===== config.mk =====
export PLATFORM = sky130hd
export DESIGN_NAME = bcd_calendar_counter
export DESIGN_NICKNAME = d
export VERILOG_FILES = /design/src/rtl/cal_pkg.sv /design/src/rtl/cal_prescaler.sv /design/src/rtl/cal_month_length.sv /design/src/rtl/cal_time_core.sv /design/src/rtl/cal_bcd_view.sv /design/src/rtl/bcd_calendar_counter.sv
export SDC_FILE = /design/constraint.sdc
export NUM_CORES = 1
export LEC_CHECK = 0
export BUFFER_PORTS_ARGS = -buffer_cell sky130_fd_sc_hd__buf_2
export CORE_ASPECT_RATIO = 1.75
export CORE_MARGIN = 1
export CORE_UTILIZATION = 25
export DETAILED_ROUTE_END_ITERATION = 8
export HOLD_SLACK_MARGIN = 0.12
export MAX_ROUTING_LAYER = met4
export PLACE_DENSITY_LB_ADDON = 0.3
export SYNTH_ARGS = -nofsm -noshare
export SYNTH_HDL_FRONTEND = slang
export SYNTH_HIERARCHICAL = 1
export SYNTH_SLANG_ARGS = --single-unit

===== constraint.sdc =====
create_clock -name clk -period 10 [get_ports clk]
set_input_delay 1.5 -clock clk [delete_from_list [all_inputs] [get_ports clk]]
set_output_delay 1.5 -clock clk [all_outputs]
set_load 0.01 [all_outputs]

===== src/rtl/cal_pkg.sv =====
package cal_pkg;

  typedef struct packed {
    logic [9:0] year;
    logic [3:0] mon;
    logic [4:0] mday;
    logic [2:0] wday;
    logic [4:0] hour;
    logic [5:0] min;
    logic [5:0] sec;
  } cal_time_t;

  localparam logic [2:0] SEL_SEC  = 3'd0;
  localparam logic [2:0] SEL_MIN  = 3'd1;
  localparam logic [2:0] SEL_HOUR = 3'd2;
  localparam logic [2:0] SEL_WDAY = 3'd3;
  localparam logic [2:0] SEL_MDAY = 3'd4;
  localparam logic [2:0] SEL_MON  = 3'd5;
  localparam logic [2:0] SEL_YEAR = 3'd6;

  function automatic logic [7:0] bin_to_bcd2(input logic [6:0] v);
    logic [6:0] t;
    logic [6:0] o;
    t = v / 7'd10;
    o = v - t * 7'd10;
    return {t[3:0], o[3:0]};
  endfunction

  function automatic logic [11:0] bin_to_bcd3(input logic [9:0] v);
    logic [9:0] h;
    logic [9:0] r;
    h = v / 10'd100;
    r = v - h * 10'd100;
    return {h[3:0], bin_to_bcd2(r[6:0])};
  endfunction

  function automatic logic [6:0] bcd2_to_bin(input logic [7:0] b);
    return {3'b000, b[7:4]} * 7'd10 + {3'b000, b[3:0]};
  endfunction

  function automatic logic [9:0] bcd3_to_bin(input logic [11:0] b);
    return {6'b0, b[11:8]} * 10'd100 + {3'b000, bcd2_to_bin(b[7:0])};
  endfunction

endpackage


===== src/rtl/cal_prescaler.sv =====
module cal_prescaler #(
  parameter int REF_DIV = 32768
) (
  input  logic clk,
  input  logic rst_n,
  input  logic enable,
  input  logic ref_tick,
  output logic sec_pulse
);
  localparam int CNT_W = (REF_DIV > 1) ? $clog2(REF_DIV) : 1;
  localparam logic [CNT_W-1:0] CNT_LAST = CNT_W'(REF_DIV - 1);

  logic [CNT_W-1:0] cnt_q, cnt_d;
  logic             en_q;
  logic             pulse_d;
  logic             restart;

  always_comb begin
    restart = enable & ~en_q;
    cnt_d   = cnt_q;
    pulse_d = 1'b0;
    if (restart) begin
      cnt_d = '0;
    end else if (enable && ref_tick) begin
      if (cnt_q == CNT_LAST) begin
        cnt_d   = '0;
        pulse_d = 1'b1;
      end else begin
        cnt_d = cnt_q + CNT_W'(1);
      end
    end
  end

  always_ff @(posedge clk or negedge rst_n) begin
    if (!rst_n) begin
      cnt_q     <= '0;
      en_q      <= 1'b0;
      sec_pulse <= 1'b0;
    end else begin
      cnt_q     <= cnt_d;
      en_q      <= enable;
      sec_pulse <= pulse_d;
    end
  end
endmodule


===== src/rtl/cal_month_length.sv =====
module cal_month_length #(
  parameter int YEAR_BASE = 1900
) (
  input  logic [3:0] mon,
  input  logic [9:0] year,
  output logic [4:0] days
);
  logic [11:0] full_year;
  logic        leap;

  always_comb begin
    full_year = {2'b00, year} + 12'(YEAR_BASE);
    leap = ((full_year % 12'd4 == 12'd0) && (full_year % 12'd100 != 12'd0)) ||
           (full_year % 12'd400 == 12'd0);
    case (mon)
      4'd4, 4'd6, 4'd9, 4'd11: days = 5'd30;
      4'd2:                    days = leap ? 5'd29 : 5'd28;
      default:                 days = 5'd31;
    endcase
  end
endmodule


===== src/rtl/cal_time_core.sv =====
module cal_time_core
  import cal_pkg::*;
(
  input  logic       clk,
  input  logic       rst_n,
  input  logic       enable,
  input  logic       sec_pulse,
  input  logic       wr_en,
  input  logic [2:0] wr_sel,
  input  logic [11:0] wr_data,
  input  logic [4:0] days_in_month,
  output cal_time_t  tm
);
  cal_time_t tm_d;
  cal_time_t roll;
  logic      do_write;
  logic      do_adv;
  logic [6:0] wbin;
  logic [9:0] ybin;

  always_comb begin
    roll = tm;
    if (tm.sec >= 6'd59) begin
      roll.sec = '0;
      if (tm.min >= 6'd59) begin
        roll.min = '0;
        if (tm.hour >= 5'd23) begin
          roll.hour = '0;
          roll.wday = (tm.wday >= 3'd6) ? 3'd0 : tm.wday + 3'd1;
          if (tm.mday >= days_in_month) begin
            roll.mday = 5'd1;
            if (tm.mon >= 4'd12) begin
              roll.mon  = 4'd1;
              roll.year = (tm.year >= 10'd999) ? 10'd0 : tm.year + 10'd1;
            end else begin
              roll.mon = tm.mon + 4'd1;
            end
          end else begin
            roll.mday = tm.mday + 5'd1;
          end
        end else begin
          roll.hour = tm.hour + 5'd1;
        end
      end else begin
        roll.min = tm.min + 6'd1;
      end
    end else begin
      roll.sec = tm.sec + 6'd1;
    end
  end

  always_comb begin
    do_write = wr_en & enable;
    do_adv   = sec_pulse & enable;
    wbin     = bcd2_to_bin(wr_data[7:0]);
    ybin     = bcd3_to_bin(wr_data);
    tm_d     = tm;
    if (do_write) begin
      case (wr_sel)
        SEL_SEC:  tm_d.sec  = wbin[5:0];
        SEL_MIN:  tm_d.min  = wbin[5:0];
        SEL_HOUR: tm_d.hour = wbin[4:0];
        SEL_WDAY: tm_d.wday = wbin[2:0];
        SEL_MDAY: tm_d.mday = wbin[4:0];
        SEL_MON:  tm_d.mon  = wbin[3:0];
        SEL_YEAR: tm_d.year = ybin;
        default:  tm_d = tm;
      endcase
    end else if (do_adv) begin
      tm_d = roll;
    end
  end

  always_ff @(posedge clk or negedge rst_n) begin
    if (!rst_n) begin
      tm.year <= '0;
      tm.mon  <= 4'd1;
      tm.mday <= 5'd1;
      tm.wday <= '0;
      tm.hour <= '0;
      tm.min  <= '0;
      tm.sec  <= '0;
    end else if (do_write || do_adv) begin
      tm <= tm_d;
    end
  end
endmodule


===== src/rtl/cal_bcd_view.sv =====
module cal_bcd_view
  import cal_pkg::*;
(
  input  cal_time_t   tm,
  output logic [7:0]  sec_bcd,
  output logic [7:0]  min_bcd,
  output logic [7:0]  hour_bcd,
  output logic [7:0]  wday_bcd,
  output logic [7:0]  mday_bcd,
  output logic [7:0]  mon_bcd,
  output logic [11:0] year_bcd
);
  always_comb begin
    sec_bcd  = bin_to_bcd2({1'b0, tm.sec});
    min_bcd  = bin_to_bcd2({1'b0, tm.min});
    hour_bcd = bin_to_bcd2({2'b00, tm.hour});
    wday_bcd = bin_to_bcd2({4'b0000, tm.wday});
    mday_bcd = bin_to_bcd2({2'b00, tm.mday});
    mon_bcd  = bin_to_bcd2({3'b000, tm.mon});
    year_bcd = bin_to_bcd3(tm.year);
  end
endmodule


===== src/rtl/bcd_calendar_counter.sv =====
module bcd_calendar_counter
  import cal_pkg::*;
#(
  parameter int REF_DIV   = 32768,
  parameter int YEAR_BASE = 1900
) (
  input  logic        clk,
  input  logic        rst_n,
  input  logic        ref_tick,
  input  logic        enable,
  input  logic        wr_en,
  input  logic [2:0]  wr_sel,
  input  logic [11:0] wr_data,
  output logic        sec_strobe,
  output logic [7:0]  sec_bcd,
  output logic [7:0]  min_bcd,
  output logic [7:0]  hour_bcd,
  output logic [7:0]  wday_bcd,
  output logic [7:0]  mday_bcd,
  output logic [7:0]  mon_bcd,
  output logic [11:0] year_bcd
);
  logic      rst_meta_q, rst_sync_n;
  cal_time_t tm;
  logic [4:0] days_in_month;

  // reset asserts asynchronously, releases on a clock edge
  always_ff @(posedge clk or negedge rst_n) begin
    if (!rst_n) begin
      rst_meta_q <= 1'b0;
      rst_sync_n <= 1'b0;
    end else begin
      rst_meta_q <= 1'b1;
      rst_sync_n <= rst_meta_q;
    end
  end

  cal_prescaler #(.REF_DIV(REF_DIV)) u_prescaler (
    .clk       (clk),
    .rst_n     (rst_sync_n),
    .enable    (enable),
    .ref_tick  (ref_tick),
    .sec_pulse (sec_strobe)
  );

  cal_month_length #(.YEAR_BASE(YEAR_BASE)) u_month_len (
    .mon  (tm.mon),
    .year (tm.year),
    .days (days_in_month)
  );

  cal_time_core u_core (
    .clk           (clk),
    .rst_n         (rst_sync_n),
    .enable        (enable),
    .sec_pulse     (sec_strobe),
    .wr_en         (wr_en),
    .wr_sel        (wr_sel),
    .wr_data       (wr_data),
    .days_in_month (days_in_month),
    .tm            (tm)
  );

  cal_bcd_view u_view (
    .tm       (tm),
    .sec_bcd  (sec_bcd),
    .min_bcd  (min_bcd),
    .hour_bcd (hour_bcd),
    .wday_bcd (wday_bcd),
    .mday_bcd (mday_bcd),
    .mon_bcd  (mon_bcd),
    .year_bcd (year_bcd)
  );
endmodule


==> impl_metrics.yaml <==
run_status:
  status: "complete, no violations"
synthesis:
  ys_seq_area_share_pct: 18.83
  synth-edff-count: 0
  synthFlopType: "dfrtp_1"
  yosysTopAreaCellShare_pct: 18.15
  syn_area_um2: 7722
  synth_seq_cells: 58
  syn_avg_cell_area_um2: 8.011
  ys_warn_count: 6
  syn-instance-count: 964
  ys_types: 113
  yosys.area.top_type: "dfrtp_1"
  synth_area_leaders: "dfrtp_1, ha_1, o21ai_0, a21oi_1, xnor2_1"
  async_flop_share_pct: 100.0
pwr:
  ir_worst_vdd_v: 0.0001503
  power_mw: 1.193
  p_leak_nw: 3.488
  pwr_density_cell_nw_per_um2: 141.1
cts:
  cts.clk_slew.worst_paths_ns: 0.05
  holdBufCountCts: 0
  cts_made_buffers: 9
  cts.sinks: 58
  clk_latency_ns: 0.33
  clk_path_buf_depth: 2
  cts_tree: "yes"
  postCtsSetupRepairBufs: 0
  htreeDepth: 3
  cts_resized: 0
  cts_root_buf: "clkbuf_16"
place:
  gp_congestion: 0.8603
  place_ws_ns: 1.333
  dp_hpwl_um: 16390
  port_buffers: 66
sta:
  slew-limit-headroom_pct: 26.19
  fin_crit_ns: 9.050
  worst_slack_ns: 0.9502
  setup_viol: 0
  finalHoldViolCount: 0
  slew_viol_final: 0
  tightest_slew_ns: 1.107
  fin_setup_tns_ns: 0
  skew_ns: 0.003832
  finalCritPeriodShare_pct: 90.50
  grt_setup_unrepaired: "no"
  max_freq_mhz: 110.5
worst_setup_path:
  path_buf_inv: 3
  crit_required_ns: 8.50
  worstPathArrival_ns: 7.55
  reg2reg_from: "u_core/tm[32]"
  slowest_delay_ns: 1.07
  crit_fanout: 37
  cp_top_family: "compound AO/OA/AOI/OAI gates"
  startpoint_type: "register"
  critPathKind: "register to output port"
  crit_path_end_kind: "output port"
  crit_top_cell: "ha_1"
  reg2regPathDepth: 21
  rrSetupSlack_ns: 3.32
  cp_slowest_cell: "dfrtp_1"
  r2r_end: "u_core/tm[37]"
global_routing:
  grt_pass1_vias: 7083
  antenna_found_initial: 0
  grt_pass1_wl_um: 35060
  grt_max_degree: 57
  overflow: 0
  grtUsageTotal_pct: 14.07
detailed_routing:
  ant_nets: 0
  drc: 0
  drt_iter0_markers: 313
  first_pass_iters: 5
  viasPerCell: 5.165
  vias: 7138
  avgRoutedWirePerCell_um: 15.36
  wl_um: 21230
finish:
  mostFrequentLayoutCells: "o21ai_0, inv_1, buf_2"
  layout_commonest_cell: "o21ai_0"
  drive_gt1_share_pct: 15.68
  antennaDiodeCount: 0
  syn_to_final_growth_pct: 9.511
  nets: 1080
  num-fill-cells: 3248
floorplan:
  ios: 81
  die_area_um2: 31620
  start_util_pct: 25.60
  fp.coreArea_um2: 30160
  die_w_um: 134.9
  die_y_um: 234.5
  rows: 84
min_path:
  holdPathEnd: "rst_sync_n"
  min_from: "rst_meta_q"
  whs_path_depth: 0
  hp-class: "register to register"
run:
  cap_violations: 0
## cell families after synthesis
family / count (synthesis) / synth area share, %
AO/OA/AOI/OAI: 328 / 30.93
AND/OR/NAND/NOR: 309 / 21.94
buffers and inverters: 141 / 9.235
adder cells (fa/ha/maj): 69 / 12.10
flip-flops: 58 / 18.83
XOR/XNOR: 44 / 5.088
multiplexers: 12 / 1.734
other: 3 / 0.1458
## routing by layer
layer | global-route usage, % | routed length, um | vias to the layer above
met1 | 13.70 | 8175 | 3430
li1 | - | - | 3566
met3 | 1.572 | 603 | 26
met4 | 4.600 | 435 | 0
met5 | - | 0 | -
met2 | 28.24 | 12010 | 116
## state kept, by name, summed over array words and instances (netlist names)
| register | count |
|---|---|
| u_core/tm | 39 |
| u_prescaler/cnt_q | 15 |
| rst_meta_q | 1 |
| rst_sync_n | 1 |
| u_prescaler/en_q | 1 |
| u_prescaler/sec_pulse | 1 |
## through the flow
| stage | instance area (um2) | utilization, % | hold WS, ns | instances |
|---|---|---|---|---|
| after floorplan | 7779 | - | 0.3312 | 979 |
| after CTS | 8457 | 28.04 | 0.3582 | 1382 |
| after global routing | 8457 | 28.04 | 0.3706 | 1382 |
| after detailed placement | 8197 | 27.17 | 0.3465 | 1369 |
| final | 8457 | 28.04 | 0.3550 | 1382 |
| after global placement | 8197 | 27.17 | 0.3401 | 1369 |
## synth_stat cells (11+ instances only)
library cell / count
o21ai_0: 84
inv_1: 71
nand2_1: 64
a21oi_1: 60
nor2_1: 60
ha_1: 57
dfrtp_1: 56
nand3_1: 34
xnor2_1: 31
buf_4: 29
nor3_1: 23
a31oi_1: 18
clkbuf_1: 16
nor2b_1: 16
a211oi_1: 14
nand2b_1: 14
o31ai_1: 14
buf_2: 12
xor2_1: 12
nor3b_1: 11
o31a_1: 11
## power breakdown
part	internal (mW)	switching, mW
clock network	0.177	0.101
registers	0.272	0.0773
logic	0.250	0.316
total	0.699	0.494
## area by class of cell
type	instances	area (um2)	share of cell area, %
tap	387	484.2	5.726
timing repair buffer	72	375.4	4.439
inverter	72	270.3	3.196
clock buffer	13	260.3	3.077
sequential	58	1455	17.21
multi-input combinational	780	5612	66.36
## worst max-delay path by stage
stage                   from           to  depth (start not counted)
2_1_floorplan  u_core/tm[36]  year_bcd[3]                         28
3_3_place_gp   u_core/tm[37]  year_bcd[3]                         27
3_5_place_dp   u_core/tm[37]  year_bcd[3]                         27
4_1_cts        u_core/tm[37]  year_bcd[3]                         27
5_1_grt        u_core/tm[37]  year_bcd[3]                         27
6_report       u_core/tm[37]  year_bcd[3]                         27
(Power assumes the default switching activity.)
